<file path="config.mk">
export PLATFORM = sky130hd
export DESIGN_NAME = mmio_reg_bridge
export DESIGN_NICKNAME = d
export VERILOG_FILES = /design/src/rtl/mrb_pkg.sv /design/src/rtl/mrb_step_decode.sv /design/src/rtl/mrb_lane.sv /design/src/rtl/mmio_reg_bridge.sv
export SDC_FILE = /design/constraint.sdc
export NUM_CORES = 1
export LEC_CHECK = 0
export BUFFER_PORTS_ARGS = -buffer_cell sky130_fd_sc_hd__buf_2
export CORE_MARGIN = 2
export CORE_UTILIZATION = 59
export CTS_CLUSTER_DIAMETER = 200
export DETAILED_ROUTE_END_ITERATION = 7
export GPL_ROUTABILITY_DRIVEN = 1
export PLACE_DENSITY = 0.82
export SKIP_LAST_GASP = 1
export SYNTH_ARGS = -nofsm -noshare
export SYNTH_HDL_FRONTEND = slang
export SYNTH_SLANG_ARGS = --single-unit
</file>
<file path="constraint.sdc">
create_clock -name clk -period 6.4 [get_ports clk]
set_clock_uncertainty 0.05 [all_clocks]
set_input_delay 0.32 -clock clk [delete_from_list [all_inputs] [get_ports clk]]
set_output_delay 0.32 -clock clk [all_outputs]
set_load 0.05 [all_outputs]
</file>
<file path="src/rtl/mrb_pkg.sv">
package mrb_pkg;
    typedef enum logic [2:0] {
        ST_IDLE,
        ST_ISSUE,
        ST_LG,
        ST_EXI,
        ST_EXD,
        ST_RESP
    } mrb_state_e;
endpackage

</file>
<file path="src/rtl/mrb_step_decode.sv">
module mrb_step_decode #(
    parameter int ADDR_W  = 12,
    parameter int CNT_W   = 3,
    parameter int LG_BASE = 'h400,
    parameter int LG_SPAN = 32,
    parameter int EX_BASE = 'h500,
    parameter int EX_REGS = 11,
    localparam int LG_PORT_W = $clog2(LG_SPAN),
    localparam int EX_IDX_W  = $clog2(EX_REGS)
) (
    input  logic [ADDR_W-1:0]    base,
    input  logic [CNT_W-1:0]     cnt,
    output logic                 lg_hit,
    output logic [LG_PORT_W-1:0] lg_port,
    output logic                 ex_hit,
    output logic [EX_IDX_W-1:0]  ex_idx
);
    localparam logic [ADDR_W-1:0] LG_LO = ADDR_W'(LG_BASE);
    localparam logic [ADDR_W-1:0] LG_HI = ADDR_W'(LG_BASE + LG_SPAN);
    localparam logic [ADDR_W-2:0] EW_LO = (ADDR_W-1)'(EX_BASE / 2);
    localparam logic [ADDR_W-2:0] EW_HI = (ADDR_W-1)'(EX_BASE / 2 + EX_REGS);

    logic [ADDR_W-1:0] byte_a;
    logic [ADDR_W-2:0] word_a;

    // byte step for legacy sequencing, 16-bit step for extended sequencing
    assign byte_a  = base + ADDR_W'(cnt);
    assign word_a  = base[ADDR_W-1:1] + (ADDR_W-1)'(cnt);
    assign lg_hit  = (byte_a >= LG_LO) && (byte_a < LG_HI);
    assign lg_port = LG_PORT_W'(byte_a - LG_LO);
    assign ex_hit  = (word_a >= EW_LO) && (word_a < EW_HI);
    assign ex_idx  = EX_IDX_W'(word_a - EW_LO);
endmodule

</file>
<file path="src/rtl/mrb_lane.sv">
module mrb_lane #(
    parameter int DATA_W = 32,
    parameter int CNT_W  = 3
) (
    input  logic [DATA_W-1:0] wdata,
    input  logic [CNT_W-1:0]  cnt,
    input  logic              sz1,
    input  logic              lane,
    output logic [7:0]        bsel,
    output logic [15:0]       hsel
);
    always_comb begin
        bsel = wdata[8*cnt +: 8];
        if (sz1) begin
            hsel = lane ? {wdata[7:0], 8'h00} : {8'h00, wdata[7:0]};
        end else begin
            hsel = wdata[16*cnt +: 16];
        end
    end
endmodule

</file>
<file path="src/rtl/mmio_reg_bridge.sv">
module mmio_reg_bridge #(
    parameter int ADDR_W  = 12,
    parameter int DATA_W  = 32,
    parameter int LG_BASE = 'h400,
    parameter int LG_SPAN = 32,
    parameter int EX_BASE = 'h500,
    parameter int EX_REGS = 11,
    localparam int LG_PORT_W = $clog2(LG_SPAN)
) (
    input  logic                 clk,
    input  logic                 rst_n,
    input  logic                 en,
    input  logic                 req_valid,
    input  logic                 req_write,
    input  logic [2:0]           req_size,
    input  logic [ADDR_W-1:0]    req_addr,
    input  logic [DATA_W-1:0]    req_wdata,
    output logic                 rsp_ready,
    output logic [DATA_W-1:0]    rsp_rdata,
    output logic                 lg_valid,
    output logic                 lg_write,
    output logic [LG_PORT_W-1:0] lg_port,
    output logic [7:0]           lg_wdata,
    input  logic [7:0]           lg_rdata,
    input  logic                 lg_ack,
    output logic                 ex_valid,
    output logic                 ex_sel_index,
    output logic                 ex_write,
    output logic [15:0]          ex_wdata,
    input  logic [15:0]          ex_rdata,
    input  logic                 ex_ack
);
    import mrb_pkg::*;

    localparam int BYTES    = DATA_W / 8;
    localparam int HALVES   = DATA_W / 16;
    localparam int CNT_W    = $clog2(BYTES) + 1;
    localparam int EX_IDX_W = $clog2(EX_REGS);
    localparam logic [ADDR_W-1:0] EX_LO = ADDR_W'(EX_BASE);
    localparam logic [ADDR_W-1:0] EX_HI = ADDR_W'(EX_BASE + 2 * EX_REGS);

    typedef struct packed {
        mrb_state_e              state;
        logic                    wr;
        logic                    sz1;
        logic                    ext;
        logic [ADDR_W-1:0]       addr;
        logic [CNT_W-1:0]        cnt;
        logic [CNT_W-1:0]        nsteps;
        logic [DATA_W-1:0]       wdata;
        logic [DATA_W-1:0]       rdata;
        logic [LG_PORT_W-1:0]    port;
        logic [EX_IDX_W-1:0]     idx;
        logic [7:0]              bdat;
        logic [15:0]             hdat;
    } regs_t;

    regs_t q_q, q_d;

    logic                 st_lg_hit, st_ex_hit;
    logic [LG_PORT_W-1:0] st_port;
    logic [EX_IDX_W-1:0]  st_idx;
    logic [7:0]           st_byte;
    logic [15:0]          st_half;
    logic                 rq_ext, rq_sz1, rq_sz2;

    mrb_step_decode #(
        .ADDR_W (ADDR_W),  .CNT_W  (CNT_W),
        .LG_BASE(LG_BASE), .LG_SPAN(LG_SPAN),
        .EX_BASE(EX_BASE), .EX_REGS(EX_REGS)
    ) u_dec (
        .base   (q_q.addr),
        .cnt    (q_q.cnt),
        .lg_hit (st_lg_hit),
        .lg_port(st_port),
        .ex_hit (st_ex_hit),
        .ex_idx (st_idx)
    );

    mrb_lane #(.DATA_W(DATA_W), .CNT_W(CNT_W)) u_lane (
        .wdata(q_q.wdata),
        .cnt  (q_q.cnt),
        .sz1  (q_q.sz1),
        .lane (q_q.addr[0]),
        .bsel (st_byte),
        .hsel (st_half)
    );

    assign rq_ext = (req_addr >= EX_LO) && (req_addr < EX_HI);
    assign rq_sz1 = (req_size == 3'd1);
    assign rq_sz2 = (req_size == 3'd2);

    always_comb begin
        q_d = q_q;
        case (q_q.state)
            ST_IDLE: begin
                if (req_valid && en) begin
                    q_d.state = ST_ISSUE;
                    q_d.wr    = req_write;
                    q_d.sz1   = rq_sz1;
                    q_d.ext   = rq_ext;
                    q_d.addr  = req_addr;
                    q_d.wdata = req_wdata;
                    q_d.rdata = '0;
                    q_d.cnt   = '0;
                    if (rq_ext) begin
                        q_d.nsteps = (rq_sz1 || rq_sz2) ? CNT_W'(1) : CNT_W'(HALVES);
                    end else begin
                        q_d.nsteps = rq_sz1 ? CNT_W'(1) : (rq_sz2 ? CNT_W'(2) : CNT_W'(BYTES));
                    end
                end
            end
            ST_ISSUE: begin
                if (q_q.cnt == q_q.nsteps) begin
                    q_d.state = ST_RESP;
                end else if (q_q.ext) begin
                    if (st_ex_hit) begin
                        q_d.state = ST_EXI;
                        q_d.idx   = st_idx;
                        q_d.hdat  = st_half;
                    end else begin
                        q_d.cnt = q_q.cnt + 1'b1;
                    end
                end else begin
                    if (st_lg_hit) begin
                        q_d.state = ST_LG;
                        q_d.port  = st_port;
                        q_d.bdat  = st_byte;
                    end else begin
                        q_d.cnt = q_q.cnt + 1'b1;
                    end
                end
            end
            ST_LG: begin
                if (lg_ack) begin
                    if (!q_q.wr) q_d.rdata[8*q_q.cnt +: 8] = lg_rdata;
                    q_d.cnt   = q_q.cnt + 1'b1;
                    q_d.state = ST_ISSUE;
                end
            end
            ST_EXI: begin
                if (ex_ack) q_d.state = ST_EXD;
            end
            ST_EXD: begin
                if (ex_ack) begin
                    if (!q_q.wr) begin
                        if (q_q.sz1) begin
                            q_d.rdata[7:0] = q_q.addr[0] ? ex_rdata[15:8] : ex_rdata[7:0];
                        end else begin
                            q_d.rdata[16*q_q.cnt +: 16] = ex_rdata;
                        end
                    end
                    q_d.cnt   = q_q.cnt + 1'b1;
                    q_d.state = ST_ISSUE;
                end
            end
            ST_RESP: q_d.state = ST_IDLE;
            default: q_d.state = ST_IDLE;
        endcase
    end

    always_ff @(posedge clk) begin
        if (!rst_n) begin
            q_q       <= '0;
            q_q.state <= ST_IDLE;
        end else begin
            q_q <= q_d;
        end
    end

    assign rsp_ready    = (q_q.state == ST_RESP);
    assign rsp_rdata    = q_q.rdata;
    assign lg_valid     = (q_q.state == ST_LG);
    assign lg_write     = q_q.wr;
    assign lg_port      = q_q.port;
    assign lg_wdata     = q_q.bdat;
    assign ex_valid     = (q_q.state == ST_EXI) || (q_q.state == ST_EXD);
    assign ex_sel_index = (q_q.state == ST_EXI);
    assign ex_write     = (q_q.state == ST_EXI) ? 1'b1 : q_q.wr;
    assign ex_wdata     = (q_q.state == ST_EXI) ? 16'(q_q.idx) : q_q.hdat;

    // a request with the window disabled causes no activity next cycle
    assert_gate_off_R1: assert property (@(posedge clk) disable iff (!rst_n)
        (q_q.state == ST_IDLE && req_valid && !en) |=> (!lg_valid && !ex_valid && !rsp_ready));

    // a data cycle on the extended port starts only right after an acked index cycle
    assert_index_first_R5: assert property (@(posedge clk) disable iff (!rst_n)
        $rose(ex_valid && !ex_sel_index) |-> $past(ex_valid && ex_sel_index && ex_ack));

    // the index written is always one of the existing extended registers
    assert_index_range_R5: assert property (@(posedge clk) disable iff (!rst_n)
        (ex_valid && ex_sel_index) |-> (ex_wdata < 16'(EX_REGS)));

    // single downstream cycle in flight
    assert_one_inflight_R10: assert property (@(posedge clk) disable iff (!rst_n)
        !(lg_valid && ex_valid));

    // response only when both downstream ports are quiet, and only for one cycle
    assert_ready_quiet_R10: assert property (@(posedge clk) disable iff (!rst_n)
        rsp_ready |-> (!lg_valid && !ex_valid));
    assert_ready_pulse_R10: assert property (@(posedge clk) disable iff (!rst_n)
        rsp_ready |=> !rsp_ready);

    // a legacy cycle keeps its port steady until acked
    assert_port_hold_R2: assert property (@(posedge clk) disable iff (!rst_n)
        (lg_valid && !lg_ack) |=> (lg_valid && $stable(lg_port)));
endmodule

</file>
==> results.sh <==
export IMPL_outcome="finished, final reports clean"
export IMPL_io_pins=145
export IMPL_synth_ff_type="dfxtp_1"
export IMPL_antenna_found_initial=0
export IMPL_setup_viol=0
export IMPL_htree_levels=4
export IMPL_ys_types=62
export IMPL_final_cell_mix="nand2_1 (155), buf_2 (144), dfxtp_1 (121), a21oi_1 (80), nor2_1 (75)"
export IMPL_ctsHoldBuffers=0
export IMPL_ys_seq_area_frac=0.343
export IMPL_fmax_mhz=274
export IMPL_endpoint_kind="flip-flop"
export IMPL_synth_top_area_frac=0.343
export IMPL_reg2reg_slack_ps=2750
export IMPL_final_area_sq_um=8050
export IMPL_start_util=0.610
export IMPL_async_flop_share=0
export IMPL_synth_seq_cells=121
export IMPL_r2r_start="q_q[100]"
export IMPL_crit_path_start="q_q[100]"
export IMPL_first_pass_iters=6
export IMPL_timing_hold_ws_ps=78.4
export IMPL_critPathArrivalTime_ps=3890
export IMPL_drc=0
export IMPL_ant_nets=0
export IMPL_leakagePower_nw=3.30
export IMPL_min_period_ps=3650
export IMPL_overflow=0
export IMPL_maxCapViolCount=0
export IMPL_cts_sinks=121
export IMPL_drive_gt1_frac=0.209
export IMPL_die_w_um=113
export IMPL_finalSetupTns_ps=0
export IMPL_core_sq_um=11600
export IMPL_nets=1039
export IMPL_die_area_sq_um=12900
export IMPL_avgSynthCellArea_sq_um=7.89
export IMPL_final_common_cell="nand2_1"
export IMPL_row_count=39
export IMPL_hold_depth=3
export IMPL_post_cts_setup_buffers=0
export IMPL_rsz0062_at_grt="false"
export IMPL_antennaDiodeCount=0
export IMPL_vias=6726
export IMPL_dp_cells=1073
export IMPL_worstSkewPairLatency_ps=430
export IMPL_required_ps=6640
export IMPL_root_buffer="clkbuf_16"
export IMPL_cts_buffers=17
export IMPL_cts_tree="built"
export IMPL_synth_area_leaders="dfxtp_1 (34%), nand2_1 (8.2%), mux2i_1 (7.1%)"
export IMPL_hold_path_end="q_q[68]"
export IMPL_placedInstanceArea_sq_um=7370
export IMPL_p_per_area_nw_per_um2=285
export IMPL_grt_first_pass_wirelength_um=30500
export IMPL_synth_cell_area_sq_um=7060
export IMPL_detailed_place_hpwl_um=13100
export IMPL_slew_headroom=0.200
export IMPL_synth_top_area_cell="dfxtp_1"
export IMPL_fin_crit_sh=0.570
export IMPL_ff2ff_path_depth=10
export IMPL_post_cts_resized=0
export IMPL_fin_ws_ps=2750
export IMPL_place_congestion=0.911
export IMPL_final_cells=1105
export IMPL_gr_usage_all_layers=0.298
export IMPL_finalWirelength_um=19400
export IMPL_path_max_fanout=21
export IMPL_hold_viol_final=0
export IMPL_viasPerCell=6.09
export IMPL_synth_nets=985
export IMPL_portBuffers=144
export IMPL_grt_pass1_vias=6267
export IMPL_yosysWarnings=0
export IMPL_syn2layout_area_growth_pct=14.0
export IMPL_startpoint_type="flip-flop"
export IMPL_grt_max_degree=62
export IMPL_worst_pin_slew_ps=1200
export IMPL_r2r_end="q_q[1]"
export IMPL_cts_buffer_depth=2
export IMPL_holdCritPathClass="in -> reg"
export IMPL_critPathKind="reg -> reg"
export IMPL_drtIter0Drc=697
export IMPL_syn_inst=895
export IMPL_place_ws_ps=2870
export IMPL_avgRoutedWirePerCell_um=17.5
export IMPL_synth_edf_count=0
export IMPL_holdCritStartpoint="req_wdata[3]"
export IMPL_fillers=979
export IMPL_drv_slew=0
export IMPL_die_y_um=113
export IMPL_clk_pin_slew_ps=60
export IMPL_peakVddDrop_mv=0.181
synth_stat cells, types with 3 or more instances:
| library cell | count |
|---|---|
| and3_1 | 10 |
| clkbuf_1 | 52 |
| buf_4 | 46 |
| ha_1 | 10 |
| nor4_1 | 4 |
| mux4_2 | 8 |
| a21o_1 | 4 |
| xnor2_1 | 7 |
| o21ai_0 | 48 |
| a22oi_1 | 42 |
| o21ai_1 | 3 |
| nand4_1 | 3 |
| mux2_2 | 5 |
| buf_2 | 11 |
| nand3b_1 | 9 |
| nand2b_1 | 8 |
| nor2_1 | 75 |
| dfxtp_1 | 121 |
| a22o_1 | 9 |
| o22ai_1 | 10 |
| mux2i_1 | 50 |
| and2_1 | 26 |
| nand2_1 | 155 |
| xor2_1 | 6 |
| inv_1 | 11 |
| a211oi_1 | 20 |
| o21a_1 | 3 |
| o211ai_1 | 5 |
| a21oi_1 | 80 |
| nor3_1 | 11 |
| nand3_1 | 6 |
final cells by class:
cell class	count	area, sq um	share of cell area
Clock buffer	22	484	0.0602
Clock inverter	10	188	0.0233
Sequential cell	121	2420	0.301
Tap cell	143	179	0.0222
Multi-Input combinational cell	649	3970	0.494
Timing Repair Buffer	149	758	0.0942
Inverter	11	42.5	0.00529
sequential cells by signal (all words and copies together), names as in the netlist:
name       cells
lg_wdata       8
q_q           75
rsp_rdata     32
lg_port        5
lg_write       1
metal layers:
metal,vias up,wire (um),GRT usage
li1,3208,-,-
met3,63,1640,0.0664
met5,-,0,0
met1,3127,8120,0.386
met2,328,8960,0.475
met4,0,630,0.141
kinds of logic (layout without fill, tap and decap cells):
logic type                 count (synthesis)  after routing  share of synthesized area
and+or+nand+nor                          325            325                      0.211
buffers and inverters                    125            192                     0.0952
DFF                                      121            121                      0.343
xor gates and xnor gates                  13             13                     0.0161
muxes                                     63             63                      0.104
adders and majority gates                 12             12                     0.0234
AOI/OAI and AO/OA                        236            236                      0.206
per-stage QoR:
stage               total power, W   util
CTS                        0.00228  0.696
global placement           0.00120  0.638
global route               0.00236  0.696
finish                     0.00229  0.696
floorplan                  0.00112      -
detailed placement         0.00121  0.638
worst max-delay path, cell delays in order, from the launching register on:
cell and delay [ps]:
dfxtp_1 500, buf_4 380, ha_1 250, fa_1 450, nand2_1 120, a21boi_0 110
o21ai_0 170, nand2_1 130, nor3_4 960, mux2i_1 330, nor2_1 60
worst max-delay path by stage:
stage	cells past startpoint	endpoint
3_5_place_dp	10	q_q[0]
2_1_floorplan	13	rsp_rdata[7]
3_3_place_gp	10	q_q[4]
5_1_grt	10	q_q[1]
6_report	10	q_q[1]
4_1_cts	10	q_q[10]
power by group:
group          internal (W)  total (W)  switching, W
clock              0.000733    0.00108      0.000352
sequential         0.000776   0.000811     0.0000345
combinational      0.000154   0.000396      0.000242
total               0.00166    0.00229      0.000628
Note: power is estimated with default switching activity, not from simulation.
